==> src/rtl/ivt_pkg.sv <==
package ivt_pkg;
  localparam int BYTE_W = 8;
  localparam int CNT_W  = 2 * BYTE_W;
  localparam int PH_W   = CNT_W + 1;

  typedef enum logic [1:0] {
    ACC_SNAP = 2'd0,
    ACC_LO   = 2'd1,
    ACC_HI   = 2'd2,
    ACC_BOTH = 2'd3
  } acc_e;

  // codes 6 and 7 behave as 2 and 3
  function automatic logic [2:0] norm_mode(input logic [2:0] m);
    return m[1] ? {1'b0, m[1:0]} : m;
  endfunction

  // output level after ph elapsed ticks, period n
  function automatic logic wave(input logic [2:0] m,
                                input logic [PH_W-1:0] ph,
                                input logic [PH_W-1:0] n);
    logic [PH_W-1:0] half;
    half = (n + PH_W'(1)) >> 1;
    case (m)
      3'd0, 3'd1: return ph >= n;
      3'd3:       return (ph == n) || (ph < half);
      default:    return ph != n;
    endcase
  endfunction
endpackage

==> src/rtl/ivt_decode.sv <==
module ivt_decode #(
  parameter int NUM_CH = 3
) (
  input  logic              wr_en,
  input  logic [1:0]        addr,
  input  logic [7:1]        wbits,
  output logic [NUM_CH-1:0] prog_we,
  output logic [NUM_CH-1:0] snap_cnt,
  output logic [NUM_CH-1:0] snap_st,
  output logic [NUM_CH-1:0] data_we
);
  localparam logic [1:0] CTL_ADDR = 2'd3;
  logic is_ctl, multi;
  assign is_ctl = wr_en && (addr == CTL_ADDR);
  assign multi  = is_ctl && (wbits[7:6] == 2'd3);

  for (genvar i = 0; i < NUM_CH; i++) begin : g_dec
    logic mine;
    assign mine        = is_ctl && (wbits[7:6] == 2'(i));
    assign data_we[i]  = wr_en && (addr == 2'(i));
    assign prog_we[i]  = mine && (wbits[5:4] != 2'd0);
    assign snap_cnt[i] = (mine && (wbits[5:4] == 2'd0)) ||
                         (multi && !wbits[5] && wbits[1+i]);
    assign snap_st[i]  = multi && !wbits[4] && wbits[1+i];
  end
endmodule

==> src/rtl/ivt_channel.sv <==
module ivt_channel
  import ivt_pkg::*;
(
  input  logic              clk,
  input  logic              rst,
  input  logic              tick_en,
  input  logic              gate,
  input  logic              prog_we,
  input  logic [5:0]        ctl,
  input  logic              snap_cnt,
  input  logic              snap_st,
  input  logic              data_we,
  input  logic              data_re,
  input  logic [BYTE_W-1:0] wdata,
  output logic [BYTE_W-1:0] rd_byte,
  output logic              out
);
  logic [2:0]        mode_q;
  acc_e              acc_q;
  logic              dec_q, wff_q, rff_q, armed_q, trig_q, gate_q, out_q;
  logic              cl_q, sl_q;
  logic [BYTE_W-1:0] lo_q, sl_val;
  logic [CNT_W-1:0]  cnt_q, cl_val, new_cnt, live, src;
  logic [PH_W-1:0]   ph_q, ph_nx, n_full, diff;
  logic              gated_mode, trig_mode, step, load_ev, hi_sel;
  logic [2:0]        new_mode;

  assign n_full     = {(cnt_q == '0), cnt_q};
  assign diff       = n_full - ph_q;
  assign live       = diff[CNT_W-1:0];
  assign gated_mode = !(mode_q[0] && !mode_q[1]);
  assign trig_mode  = mode_q[1] | mode_q[0];
  assign step       = armed_q && tick_en && (gate || !gated_mode);
  assign new_mode   = norm_mode(ctl[3:1]);

  always_comb begin
    if (trig_q)          ph_nx = '0;
    else if (!mode_q[1]) ph_nx = (ph_q > n_full) ? ph_q : ph_q + PH_W'(1);
    else                 ph_nx = (ph_q == n_full) ? PH_W'(1) : ph_q + PH_W'(1);
  end

  always_comb begin
    load_ev = 1'b0;
    new_cnt = cnt_q;
    if (data_we) begin
      case (acc_q)
        ACC_LO:   begin load_ev = 1'b1; new_cnt = {{BYTE_W{1'b0}}, wdata}; end
        ACC_HI:   begin load_ev = 1'b1; new_cnt = {wdata, {BYTE_W{1'b0}}}; end
        ACC_BOTH: begin load_ev = wff_q; new_cnt = {wdata, lo_q}; end
        default:  ;
      endcase
    end
  end

  assign src     = cl_q ? cl_val : live;
  assign hi_sel  = (acc_q == ACC_HI) || ((acc_q == ACC_BOTH) && rff_q);
  assign rd_byte = sl_q ? sl_val : (hi_sel ? src[CNT_W-1:BYTE_W] : src[BYTE_W-1:0]);
  assign out     = out_q;

  always_ff @(posedge clk) begin
    if (rst) begin
      mode_q <= '0; acc_q <= ACC_BOTH; dec_q <= 1'b0;
      wff_q <= 1'b0; rff_q <= 1'b0; armed_q <= 1'b0; trig_q <= 1'b0;
      gate_q <= 1'b0; out_q <= 1'b0; cl_q <= 1'b0; sl_q <= 1'b0;
      lo_q <= '0; sl_val <= '0; cnt_q <= '0; cl_val <= '0; ph_q <= '0;
    end else begin
      gate_q <= gate;
      if (step) begin
        ph_q   <= ph_nx;
        out_q  <= wave(mode_q, ph_nx, n_full);
        trig_q <= 1'b0;
      end
      if (gate && !gate_q && trig_mode) trig_q <= 1'b1;
      if (data_we && (acc_q == ACC_BOTH) && !wff_q) begin
        lo_q  <= wdata;
        wff_q <= 1'b1;
      end
      if (load_ev) begin
        cnt_q   <= new_cnt;
        ph_q    <= '0;
        armed_q <= 1'b1;
        trig_q  <= 1'b0;
        wff_q   <= 1'b0;
        out_q   <= (mode_q[2:1] != 2'd0);
      end
      if (snap_cnt && !cl_q) begin
        cl_q   <= 1'b1;
        cl_val <= live;
      end
      if (snap_st && !sl_q) begin
        sl_q   <= 1'b1;
        sl_val <= {out_q, !armed_q, acc_q, mode_q, dec_q};
      end
      if (data_re) begin
        if (sl_q) sl_q <= 1'b0;
        else begin
          if (acc_q == ACC_BOTH) rff_q <= !rff_q;
          if ((acc_q != ACC_BOTH) || rff_q) cl_q <= 1'b0;
        end
      end
      if (prog_we) begin
        mode_q  <= new_mode;
        acc_q   <= acc_e'(ctl[5:4]);
        dec_q   <= ctl[0];
        wff_q   <= 1'b0;
        rff_q   <= 1'b0;
        armed_q <= 1'b0;
        trig_q  <= 1'b0;
        cl_q    <= 1'b0;
        sl_q    <= 1'b0;
        out_q   <= (new_mode != 3'd0);
      end
    end
  end
endmodule

==> src/rtl/ivt_timer.sv <==
module ivt_timer #(
  parameter int NUM_CH = 3
) (
  input  logic              clk,
  input  logic              rst,
  input  logic              wr_en,
  input  logic              rd_en,
  input  logic [1:0]        addr,
  input  logic [7:0]        wdata,
  output logic [7:0]        rdata,
  input  logic              tick_en,
  input  logic [NUM_CH-1:0] gate,
  output logic [NUM_CH-1:0] out
);
  logic [NUM_CH-1:0] prog_we, snap_cnt, snap_st, data_we;
  logic [7:0]        ch_byte [NUM_CH];
  logic [7:0]        sel_byte;
  logic [7:0]        rdata_q;

  ivt_decode #(.NUM_CH(NUM_CH)) u_dec (
    .wr_en(wr_en), .addr(addr), .wbits(wdata[7:1]),
    .prog_we(prog_we), .snap_cnt(snap_cnt), .snap_st(snap_st), .data_we(data_we)
  );

  for (genvar i = 0; i < NUM_CH; i++) begin : g_ch
    ivt_channel u_ch (
      .clk(clk), .rst(rst), .tick_en(tick_en), .gate(gate[i]),
      .prog_we(prog_we[i]), .ctl(wdata[5:0]),
      .snap_cnt(snap_cnt[i]), .snap_st(snap_st[i]),
      .data_we(data_we[i]), .data_re(rd_en && (addr == 2'(i))),
      .wdata(wdata), .rd_byte(ch_byte[i]), .out(out[i])
    );
  end

  always_comb begin
    sel_byte = '0;
    for (int i = 0; i < NUM_CH; i++)
      if (addr == 2'(i)) sel_byte = ch_byte[i];
  end

  always_ff @(posedge clk) begin
    if (rst) rdata_q <= '0;
    else     rdata_q <= rd_en ? sel_byte : '0;
  end
  assign rdata = rdata_q;
endmodule

==> config.mk <==
export PLATFORM = sky130hd
export DESIGN_NAME = ivt_timer
export DESIGN_NICKNAME = d
export VERILOG_FILES = /design/src/rtl/ivt_pkg.sv /design/src/rtl/ivt_decode.sv /design/src/rtl/ivt_channel.sv /design/src/rtl/ivt_timer.sv
export SDC_FILE = /design/constraint.sdc
export NUM_CORES = 1
export LEC_CHECK = 0
export BUFFER_PORTS_ARGS = -buffer_cell sky130_fd_sc_hd__buf_2
export CAP_MARGIN = 5
export CORE_UTILIZATION = 40
export DETAILED_ROUTE_END_ITERATION = 10
export SLEW_MARGIN = 20
export SYNTH_ARGS = -nofsm -noshare
export SYNTH_HDL_FRONTEND = slang
export SYNTH_SLANG_ARGS = --single-unit
==> constraint.sdc <==
create_clock -name clk -period 7.6 [get_ports clk]
set_clock_uncertainty 0.1 [all_clocks]
set_input_delay 1.52 -clock clk [delete_from_list [all_inputs] [get_ports clk]]
set_output_delay 1.52 -clock clk [all_outputs]
set_load 0.02 [all_outputs]
==> results.json <==
{
  "cts_tree": "done",
  "place_area_um2": 19100,
  "rsz0062_at_grt": "false",
  "route.detailed.drc": 0,
  "end_kind": "flop",
  "critPathKind": "flop to flop",
  "htree_levels": 1,
  "tightest_slew_ps": 1210,
  "cp-start-kind": "flop",
  "num_rows": 78,
  "cp.required_ps": 7940,
  "synthCells": 2368,
  "hold_viol_final": 0,
  "clock_latency_ps": 600,
  "synth-main-ff-cell": "dfxtp_1",
  "cp.arrival_ps": 6990,
  "synth_fp_nets": 2593,
  "start_util": 0.406,
  "design_area_um2": 20200,
  "cts_inserted_buffers": 30,
  "area_growth_pct": 9.54,
  "maxCapViolations": 0,
  "r2r-end": "g_ch[2].u_ch.out",
  "io_buffers": 28,
  "core_um2": 45500,
  "fin_setup_tns_ps": 0,
  "post_cts_buffers": 0,
  "irDropWorstVdd_uv": 164,
  "ys_warn_count": 0,
  "finalSetupViolCount": 0,
  "drt_pass1_iterations": 9,
  "die_h_um": 217,
  "drive_gt1_frac": 0.0639,
  "detail_route.wl_per_cell_um": 20.2,
  "diodes": 0,
  "grt_pass1_wl_um": 92600,
  "gp_congestion": 0.965,
  "clockRootBuffer": "clkbuf_16",
  "cp_max_fo": 9,
  "dr_total_vias": 17000,
  "drt-vias-per-instance": 5.78,
  "async_flop_share": 0,
  "synth.distinct_cells": 79,
  "ctsHoldBuffers": 0,
  "worstRegToRegCells": 23,
  "io_pins": 29,
  "grt_usage": 0.248,
  "antenna_found_initial": 2,
  "grt_max_degree": 53,
  "detail-route-antenna-nets": 0,
  "cts_buffer_depth": 3,
  "hold_class": "flop to flop",
  "overflow": 0,
  "synth_edf_count": 0,
  "grt_pass1_vias": 16100,
  "die_area_um2": 47100,
  "fill_cells": 4664,
  "cts.sinks": 245,
  "drt_iter0_drc": 1343,
  "slew_violations": 0,
  "worst-r2r-setup-slack_ps": 950,
  "clock.fmax_mhz": 150,
  "clk_transition_reported_paths_ps": 60,
  "die_w_um": 217,
  "min_period_ps": 6650,
  "status": "complete, no violations",
  "r2r-start": "g_ch[2].u_ch.cnt_q[1]",
  "syn-mean-instance-area_um2": 7.81,
  "post-dp-hpwl_um": 44600,
  "ys_ff_latch": 245,
  "critPathLaunch": "g_ch[2].u_ch.cnt_q[1]",
  "mappedNetlistArea_um2": 18500,
  "min_period_over_period": 0.875,
  "post_cts_resized": 0,
  "p_per_area_nw_per_um2": 165,
  "critPathCapture": "g_ch[2].u_ch.out",
  "nets": 2551,
  "relSlewSlack": 0.170,
  "yosysSeqAreaShare": 0.265,
  "p_leak_nw": 7.70,
  "wirelength_um": 59500
}
[cell type report]
class                      count  area (um2)  area share
timing repair buffer          53         338      0.0167
inverter                     127         477      0.0235
sequential                   245        4900       0.242
tap                          600         751      0.0371
clock inverter                12         241      0.0119
multi-input combinational   1869       12700       0.625
clock buffer                  43         881      0.0435
[cell families (layout without fill, tap and decap cells)]
kind of cell	count (synthesis)	in the layout	share of synthesized area
mux	90	90	0.0557
simple gates	896	896	0.234
fa+ha+maj	209	209	0.142
xor+xnor	121	121	0.0573
compound gates	553	553	0.193
buf+inv	254	235	0.0525
flops	245	245	0.265
[synthesized netlist by cell type, drive strengths merged (30+ instances only)]
cell	n	area, um2
a211oi	72	541
dfxtp	245	4900
ha	204	2550
a21o	56	420
clkbuf	107	403
nand2	245	920
nor2	250	938
a21oi	206	1030
o21ai	70	350
nand4	34	231
inv	126	473
nand3	96	485
xnor2	102	893
mux2i	77	771
nor3	70	355
nor3b	37	278
nor2b	30	188
[metal layers]
metal  up-vias  wire, um  GRT usage
met3       105      2950     0.0287
met5         -        27          0
met1      8108     27800      0.340
met2       477     27100      0.406
li1       8353         -          -
met4         4      1710     0.0739
[placed cells by master, fill, tap and decap left out, drive strengths merged, types with 34 or more instances in the layout]
master	n
mux2i	77
ha	204
clkbuf	43
a211oi	72
dfxtp	245
nor2	250
a21o	56
o21ai	70
nor3b	37
nand3	96
a21oi	206
nor3	70
nand4	34
nand2	245
xnor2	102
inv	126
buf	53
[sequential cells by signal (all words and copies together) (netlist names)]
name and flops:
g_ch.u_ch.gate_q 3, g_ch.u_ch.sl_val 24, g_ch.u_ch.rff_q 3, g_ch.u_ch.acc_q 6, g_ch.u_ch.sl_q 3, g_ch.u_ch.mode_q 9
g_ch.u_ch.trig_q 3, rdata 8, g_ch.u_ch.cl_q 3, g_ch.u_ch.dec_q 3, g_ch.u_ch.armed_q 3, g_ch.u_ch.cl_val 48
g_ch.u_ch.lo_q 24, g_ch.u_ch.wff_q 3, g_ch.u_ch.ph_q 51, g_ch.u_ch.out 3, g_ch.u_ch.cnt_q 48
[worst min path at each step]
stage | from | endpoint | slack, ps | cells after the start
after floorplan | g_ch[1].u_ch.cl_val[12] | g_ch[1].u_ch.cl_val[12] | 330 | 2
after global placement | g_ch[0].u_ch.cl_val[3] | g_ch[0].u_ch.cl_val[3] | 340 | 2
after detailed placement | g_ch[1].u_ch.cl_val[4] | g_ch[1].u_ch.cl_val[4] | 350 | 2
after CTS | g_ch[1].u_ch.cl_val[4] | g_ch[1].u_ch.cl_val[4] | 350 | 2
after global routing | g_ch[2].u_ch.cl_val[11] | g_ch[2].u_ch.cl_val[11] | 370 | 2
final | g_ch[2].u_ch.cl_val[10] | g_ch[2].u_ch.cl_val[10] | 350 | 2
[stage by stage]
stage	total power [mW]	cells	setup slack [ps]	util	hold slack, ps
finish	3.34	2949	950	0.445	354
global route	3.45	2949	503	0.445	374
CTS	3.36	2948	980	0.445	355
detailed placement	1.71	2893	997	0.420	347
global placement	1.71	2893	1200	0.420	339
floorplan	1.60	2368	2360	-	332
[report_power, final]
| part | internal [mW] | switching (mW) |
|---|---|---|
| Clock | 1.04 | 0.608 |
| Combinational | 0.134 | 0.245 |
| Sequential | 1.30 | 0.0167 |
| Total | 2.47 | 0.869 |
[worst max-delay path: stages (launching register included)]
cell	delay (ps)
dfxtp_1	360
inv_1	180
ha_1	180
nor4b_1	260
nand4_1	240
ha_1	360
and4_1	250
nand4_1	210
o2111a_1	320
a2bb2oi_2	390
and4_1	410
nor2b_1	530
nand3_1	200
xnor2_1	170
nor2_1	80
ha_1	320
nand4_1	130
nor4_1	620
and4_1	300
nand2_1	60
mux2_1	320
a2111o_1	390
nand2_1	70
a221oi_1	70
No activity file was read; power rests on OpenSTA's default activity.
